--- src/rtl/fsc_pkg.sv ---
`timescale 1ns/1ps
package fsc_pkg;

    // core access kinds, encoded as on the acc_kind port
    typedef enum logic [2:0] {
        AK_DATA   = 3'd0,
        AK_RMW_RD = 3'd1,
        AK_RMW_WR = 3'd2,
        AK_EA     = 3'd3,
        AK_IACK_M = 3'd4,
        AK_IACK_C = 3'd5,
        AK_EOI_M  = 3'd6,
        AK_EOI_C  = 3'd7
    } acc_kind_e;

    // bus status codes, bit 0 least significant
    typedef enum logic [3:0] {
        ST_IDLE   = 4'b0000,
        ST_WAITI  = 4'b0001,
        ST_SLAVE  = 4'b0011,
        ST_IACK_M = 4'b0100,
        ST_IACK_C = 4'b0101,
        ST_EOI_M  = 4'b0110,
        ST_EOI_C  = 4'b0111,
        ST_SEQ    = 4'b1000,
        ST_NSEQ   = 4'b1001,
        ST_DATA   = 4'b1010,
        ST_RMW    = 4'b1011,
        ST_EA     = 4'b1100
    } bus_st_e;

    typedef enum logic [1:0] {
        ISS_NONE  = 2'd0,
        ISS_ACC   = 2'd1,
        ISS_FETCH = 2'd2
    } issue_e;

    // descriptor of the bus cycle that is open
    typedef struct packed {
        logic    busy;
        logic    fetch;
        logic    stale;
        bus_st_e code;
    } cyc_t;

    function automatic bus_st_e acc_code(acc_kind_e k);
        case (k)
            AK_DATA:   return ST_DATA;
            AK_RMW_RD: return ST_RMW;
            AK_RMW_WR: return ST_DATA;
            AK_EA:     return ST_EA;
            AK_IACK_M: return ST_IACK_M;
            AK_IACK_C: return ST_IACK_C;
            AK_EOI_M:  return ST_EOI_M;
            default:   return ST_EOI_C;
        endcase
    endfunction

    function automatic bus_st_e idle_code(logic slave, logic waiti);
        if (slave) return ST_SLAVE;
        if (waiti) return ST_WAITI;
        return ST_IDLE;
    endfunction

endpackage

--- src/rtl/fsc_fetch_queue.sv ---
`timescale 1ns/1ps
module fsc_fetch_queue #(
    parameter int DEPTH = 4,
    parameter int W     = 16,
    localparam int PW   = (DEPTH > 1) ? $clog2(DEPTH) : 1,
    localparam int CW   = $clog2(DEPTH + 1)
) (
    input  logic          clk,
    input  logic          rst,
    input  logic          flush,
    input  logic          push,
    input  logic [W-1:0]  wdata,
    input  logic          pop,
    output logic [W-1:0]  rdata,
    output logic          valid,
    output logic [CW-1:0] count
);
    logic [W-1:0]  mem [DEPTH];
    logic [PW-1:0] rd_ptr, wr_ptr;
    logic          pop_ok, push_ok;

    assign valid   = (count != '0);
    assign rdata   = mem[rd_ptr];
    assign pop_ok  = pop && valid && !flush;
    assign push_ok = push && !flush;

    function automatic logic [PW-1:0] bump(logic [PW-1:0] p);
        return (p == PW'(DEPTH - 1)) ? '0 : p + PW'(1);
    endfunction

    always_ff @(posedge clk) begin
        if (rst || flush) begin
            rd_ptr <= '0;
            wr_ptr <= '0;
            count  <= '0;
        end else begin
            if (push_ok) begin
                mem[wr_ptr] <= wdata;
                wr_ptr      <= bump(wr_ptr);
            end
            if (pop_ok) rd_ptr <= bump(rd_ptr);
            count <= count + CW'(push_ok) - CW'(pop_ok);
        end
    end


    no_push_full_chk: assert property (@(posedge clk) disable iff (rst)
        push_ok |-> (count < CW'(DEPTH)) || pop_ok);

endmodule

--- src/rtl/fsc_issue_arb.sv ---
`timescale 1ns/1ps
module fsc_issue_arb
    import fsc_pkg::*;
(
    input  logic   free,
    input  logic   acc_req,
    input  logic   purge,
    input  logic   room,
    output issue_e iss
);
    always_comb begin
        iss = ISS_NONE;
        if (free) begin
            if (acc_req)             iss = ISS_ACC;
            else if (!purge && room) iss = ISS_FETCH;
        end
    end
endmodule

--- src/rtl/fetch_status_ctl.sv ---
`timescale 1ns/1ps
module fetch_status_ctl
    import fsc_pkg::*;
#(
    parameter int ADDR_W                  = 24,
    parameter int DATA_W                  = 16,
    parameter int Q_DEPTH                 = 4,
    parameter logic [ADDR_W-1:0] RESET_ADDR = '0
) (
    input  logic              clk,
    input  logic              rst,
    input  logic              acc_req,
    input  logic [2:0]        acc_kind,
    input  logic [ADDR_W-1:0] acc_addr,
    output logic              acc_gnt,
    output logic              acc_done,
    input  logic              purge,
    input  logic [ADDR_W-1:0] purge_addr,
    input  logic              wait_instr,
    input  logic              slave_wait,
    output logic              bus_active,
    input  logic              bus_rdy,
    input  logic [DATA_W-1:0] bus_rdata,
    output logic [ADDR_W-1:0] bus_addr,
    output logic [3:0]        bus_status,
    input  logic              q_pop,
    output logic              q_valid,
    output logic [DATA_W-1:0] q_data
);
    localparam int CW = $clog2(Q_DEPTH + 1);
    localparam logic [ADDR_W-1:0] STEP = ADDR_W'(DATA_W / 8);

    cyc_t              cyc;
    logic [ADDR_W-1:0] cyc_addr, fetch_ptr;
    logic              nseq_next;

    logic              done, free, keep, pop_eff, room;
    logic [CW-1:0]     q_count;
    logic [CW:0]       occ_after;
    issue_e            iss;

    assign done    = cyc.busy && bus_rdy;
    assign free    = !cyc.busy || bus_rdy;
    assign keep    = done && cyc.fetch && !cyc.stale && !purge;
    assign pop_eff = q_pop && q_valid && !purge;

    // occupancy after this edge, counting a completing fetch that is kept
    assign occ_after = {1'b0, q_count} + (CW+1)'(keep) - (CW+1)'(pop_eff);
    assign room      = occ_after < (CW+1)'(Q_DEPTH);

    fsc_issue_arb u_arb (
        .free    (free),
        .acc_req (acc_req),
        .purge   (purge),
        .room    (room),
        .iss     (iss)
    );

    fsc_fetch_queue #(.DEPTH(Q_DEPTH), .W(DATA_W)) u_queue (
        .clk   (clk),
        .rst   (rst),
        .flush (purge),
        .push  (keep),
        .wdata (bus_rdata),
        .pop   (q_pop),
        .rdata (q_data),
        .valid (q_valid),
        .count (q_count)
    );

    assign acc_gnt    = (iss == ISS_ACC);
    assign acc_done   = done && !cyc.fetch;
    assign bus_active = cyc.busy;
    assign bus_addr   = cyc_addr;
    assign bus_status = cyc.busy ? cyc.code : idle_code(slave_wait, wait_instr);

    always_ff @(posedge clk) begin
        if (rst) begin
            cyc       <= '{busy: 1'b0, fetch: 1'b0, stale: 1'b0, code: ST_IDLE};
            cyc_addr  <= '0;
            fetch_ptr <= RESET_ADDR;
            nseq_next <= 1'b1;
        end else begin
            if (done) begin
                cyc.busy  <= 1'b0;
                cyc.stale <= 1'b0;
            end else if (purge && cyc.busy && cyc.fetch) begin
                cyc.stale <= 1'b1;
            end
            case (iss)
                ISS_ACC: begin
                    cyc.busy  <= 1'b1;
                    cyc.fetch <= 1'b0;
                    cyc.code  <= acc_code(acc_kind_e'(acc_kind));
                    cyc_addr  <= acc_addr;
                end
                ISS_FETCH: begin
                    cyc.busy  <= 1'b1;
                    cyc.fetch <= 1'b1;
                    cyc.code  <= nseq_next ? ST_NSEQ : ST_SEQ;
                    cyc_addr  <= fetch_ptr;
                    fetch_ptr <= fetch_ptr + STEP;
                    nseq_next <= 1'b0;
                end
                default: ;
            endcase
            if (purge) begin
                fetch_ptr <= purge_addr;
                nseq_next <= 1'b1;
            end
        end
    end


    hold_cycle_chk: assert property (@(posedge clk) disable iff (rst)
        (bus_active && !bus_rdy) |=> bus_active && $stable(bus_status) && $stable(bus_addr));


    idle_code_chk: assert property (@(posedge clk) disable iff (rst)
        !bus_active |-> bus_status[3:2] == 2'b00);


    purge_empty_chk: assert property (@(posedge clk) disable iff (rst)
        purge |=> !q_valid);


    gnt_opens_chk: assert property (@(posedge clk) disable iff (rst)
        acc_gnt |=> bus_active && !$stable(bus_addr) || bus_addr == $past(acc_addr));

endmodule

--- config.mk ---
export PLATFORM = sky130hd
export DESIGN_NAME = fetch_status_ctl
export DESIGN_NICKNAME = d
export VERILOG_FILES = /design/src/rtl/fsc_pkg.sv /design/src/rtl/fsc_fetch_queue.sv /design/src/rtl/fsc_issue_arb.sv /design/src/rtl/fetch_status_ctl.sv
export SDC_FILE = /design/constraint.sdc
export NUM_CORES = 1
export LEC_CHECK = 0
export CORE_ASPECT_RATIO = 1.2
export CORE_MARGIN = 1
export CORE_UTILIZATION = 57
export CTS_CLUSTER_SIZE = 25
export DETAILED_ROUTE_END_ITERATION = 8
export DONT_BUFFER_PORTS = 1
export PLACE_DENSITY = 0.77
export SYNTH_ARGS = -nofsm -noshare
export SYNTH_HDL_FRONTEND = slang
export SYNTH_SLANG_ARGS = --single-unit
--- constraint.sdc ---
create_clock -name clk -period 4 [get_ports clk]
set_input_delay 0.8 -clock clk [delete_from_list [all_inputs] [get_ports clk]]
set_output_delay 0.8 -clock clk [all_outputs]
set_load 0.05 [all_outputs]
==> impl_metrics.py <==
metrics = {
    "critical_path": {
        "cp.arrival_ns": 2.91,
        "reg2regPathDepth": 13,
        "crit_path_start_kind": "primary input",
        "worstPathRequired_ns": 3.20,
        "crit_fanout": 24,
        "r2r-start": "u_queue.count[1]$_SDFF_PP0_",
        "rr_endpoint": "fetch_ptr[17]$_SDFFE_PP0P_",
        "r2r_slack_ns": 0.56,
        "crit_path_end_kind": "output port",
        "crit_type": "primary input to output port",
    },
    "logic_synthesis": {
        "yosysWarnings": 0,
        "synth.distinct_cells": 52,
        "synth-main-ff-cell": "dfxtp_1",
        "yosysSeqAreaShare_pct": 56.0,
        "synth-simple-area-share_pct": 14.8,
        "synth_seq_cells": 129,
        "muxShareOfSynthArea_pct": 12.0,
        "synth_compound_area_share_pct": 8.91,
        "synthArstFlopShare_pct": 0,
        "synth_area_sq_um": 5760,
        "synth_edf_count": 64,
        "synth_top_family_by_area": "simple AND/OR/NAND/NOR gates",
        "post_synth_fa_ha_maj_area_fraction_pct": 2.96,
        "synthCells": 503,
        "avgSynthCellArea_sq_um": 11.4,
        "syn_nets": 591,
        "yosys.area_share.xor_xnor_pct": 1.98,
    },
    "route": {
        "via_per_inst": 6.03,
        "drcViolationCount": 0,
        "vias": 3850,
        "antenna_left": 0,
        "wl_per_cell_um": 18.4,
        "drtPass1Iterations": 5,
        "drt_iter0_drc": 192,
        "drt_wl_total_um": 11800,
    },
    "timing": {
        "fin_crit_sh_pct": 92.8,
        "max_slew_margin_pct": 37.3,
        "rsz0062_at_grt": "false",
        "period_needed_ns": 3.71,
        "setup_ws_ns": 0.289,
        "timing.hold.ws_ns": 0.453,
        "setup_tns_ns": 0,
        "fin_skew_ns": 0.0182,
        "setup_violations": 0,
        "max_freq_mhz": 269,
        "tightest_slew_ns": 0.935,
        "final_hold_viol_count": 0,
        "drv_slew": 0,
    },
    "global_routing": {
        "grt_util_met3_pct": 9.01,
        "grt_pass1_vias": 3910,
        "grt_use_met1_pct": 27.0,
        "grt_overflow": 0,
        "grtUsageMet2_pct": 40.2,
        "grt_usage_pct": 24.2,
        "grt_max_degree": 59,
        "antenna_found_initial": 0,
        "grt-busiest-layer": "met2",
        "grt_pass1_wl_um": 19200,
    },
    "cts": {
        "cts_tree": "built",
        "cts_setup_buffers": 0,
        "clk_latency_ns": 0.43,
        "cts-buffers-inserted": 17,
        "path_clk_slew_ns": 0.05,
        "cts_sinks": 129,
        "ctsResizeCount": 0,
        "htree_levels": 4,
        "cts_buffer_depth": 2,
        "hold_buffers": 0,
        "root_buffer": "clkbuf_16",
    },
    "finish": {
        "final_util_pct": 67.4,
        "final_cell_mix": "nor2_1, dfxtp_1, edfxtp_1",
        "layout-drive-gt1-share_pct": 13.4,
        "n_antenna_cell": 0,
        "final_common_cell": "nor2_1",
        "nets": 591,
        "syn2layout_area_growth_pct": 13.2,
        "fillers": 696,
    },
    "placement": {
        "dpl_worst_slack_ns": 0.143,
        "gp_congestion": 0.849,
        "io_buffers": 0,
        "dp_hpwl_um": 8280,
    },
    "die": {
        "start_util_pct": 59.6,
        "die_area_sq_um": 10500,
        "die_w_um": 93.8,
        "fp.dieH_um": 112,
        "num_io_pins": 123,
        "rows": 39,
        "coreArea_sq_um": 9660,
    },
    "worst_hold_path": {
        "hold_start": "rst",
        "hp-class": "primary input to register",
        "hold_depth": 1,
        "whs_endpoint": "bus_addr[18]$_SDFFE_PP0P_",
    },
    "run_status": {
        "status": "completed",
    },
    "flow_run": {
        "drv_cap": 0,
    },
    "pwr": {
        "p_per_area_nw_per_um2": 513,
        "static-leakage-power_nw": 2.27,
        "peakVddDrop_mv": 0.323,
    },
}
[kinds of logic (layout without fill, tap and decap cells)]
group                    after synthesis  count (layout)
multiplexers                          49              49
AND/OR/NAND/NOR                      172             172
AO/OA/AOI/OAI                         79              79
flip-flops                           129             129
buffers and inverters                 48              61
XOR/XNOR                              13              13
adder cells (fa/ha/maj)               13              13
[how the worst max path moves through the flow]
stage,cells after the start,end,from,slack [ns]
after CTS,9,acc_gnt,u_queue.count[1]$_SDFF_PP0_,0.27
after global placement,14,fetch_ptr[9]$_SDFFE_PP0P_,purge,0.19
after detailed placement,13,fetch_ptr[20]$_SDFFE_PP0P_,purge,0.14
after floorplan,13,fetch_ptr[21]$_SDFFE_PP0P_,purge,0.08
final,9,acc_gnt,purge,0.29
after global routing,9,acc_gnt,u_queue.count[1]$_SDFF_PP0_,0.09
[critical path, cell delays in order]
cell and delay (ns):
nand2b_1 0.13, or2_2 0.32, ha_1 0.31, nand4bb_1 0.15, o21ba_2 0.22, a2111oi_0 0.28
buf_4 0.18, o211ai_1 0.09, ha_1 0.42
[layer usage]
metal / wire length (um) / share of wire (%)
met1: 4680 / 40
met2: 5910 / 50
met3: 858 / 7.3
met5: 0 / 0
met4: 311 / 2.6
[synthesized netlist by cell type, types with 2 or more instances]
master     count  area, sq um
edfxtp_1      64         1920
xnor2_1        4         35.0
o21ai_0        6         30.0
buf_1          6         22.5
nor3_1         6         30.0
nand3_1        6         30.0
nor4_1         2         12.5
a2111oi_0      3         26.3
nand2_1       19         71.3
or3_1          4         25.0
a221oi_1       2         17.5
nor2b_1        2         12.5
buf_2          6         30.0
o31ai_1        2         15.0
clkbuf_1      20         75.1
and4_1         5         43.8
nor2_1        87          327
mux4_2        16          360
and2_1        10         62.6
or4_1          3         22.5
or2_2          2         12.5
a311oi_1       7         61.3
ha_1          12          150
nand2b_1       3         18.8
xor2_1         9         78.8
inv_1         14         52.6
and3_1         4         25.0
dfxtp_1       65         1300
mux2i_1       32          320
a21oi_1       36          180
o211ai_1       3         22.5
nand4_1       12         75.1
a211oi_1      12         90.1
[through the flow]
step	total power [mW]	std cells	instance area, sq um
finish	3.34	639	6520
global route	3.45	639	6520
CTS	3.36	639	6520
detailed placement	1.78	607	5890
global placement	1.77	607	5890
floorplan	1.74	503	5760
[flip-flops by register name, summed over array words and instances (netlist names), named ones only]
name,count
cyc,6
u_queue.wr_ptr,2
fetch_ptr,24
u_queue.rd_ptr,2
bus_addr,24
nseq_next,1
bus_active,1
u_queue.count,3
u_queue.mem,64
[power by group]
group	total, mW	internal [mW]	switching [mW]
Clock	1.59	1.03	0.562
Sequential	1.56	1.43	0.124
Combinational	0.197	0.0811	0.116
Total	3.34	2.54	0.802
[final cells by class]
type | count | area [sq um] | area share [%]
clock buffer | 19 | 464 | 7.12
clock inverter | 13 | 159 | 2.44
inverter | 15 | 56.3 | 0.864
multi-input combinational | 326 | 2340 | 35.9
sequential | 129 | 3220 | 49.5
tap | 123 | 154 | 2.36
timing repair buffer | 14 | 118 | 1.80
Note: power is estimated with default switching activity, not from simulation.
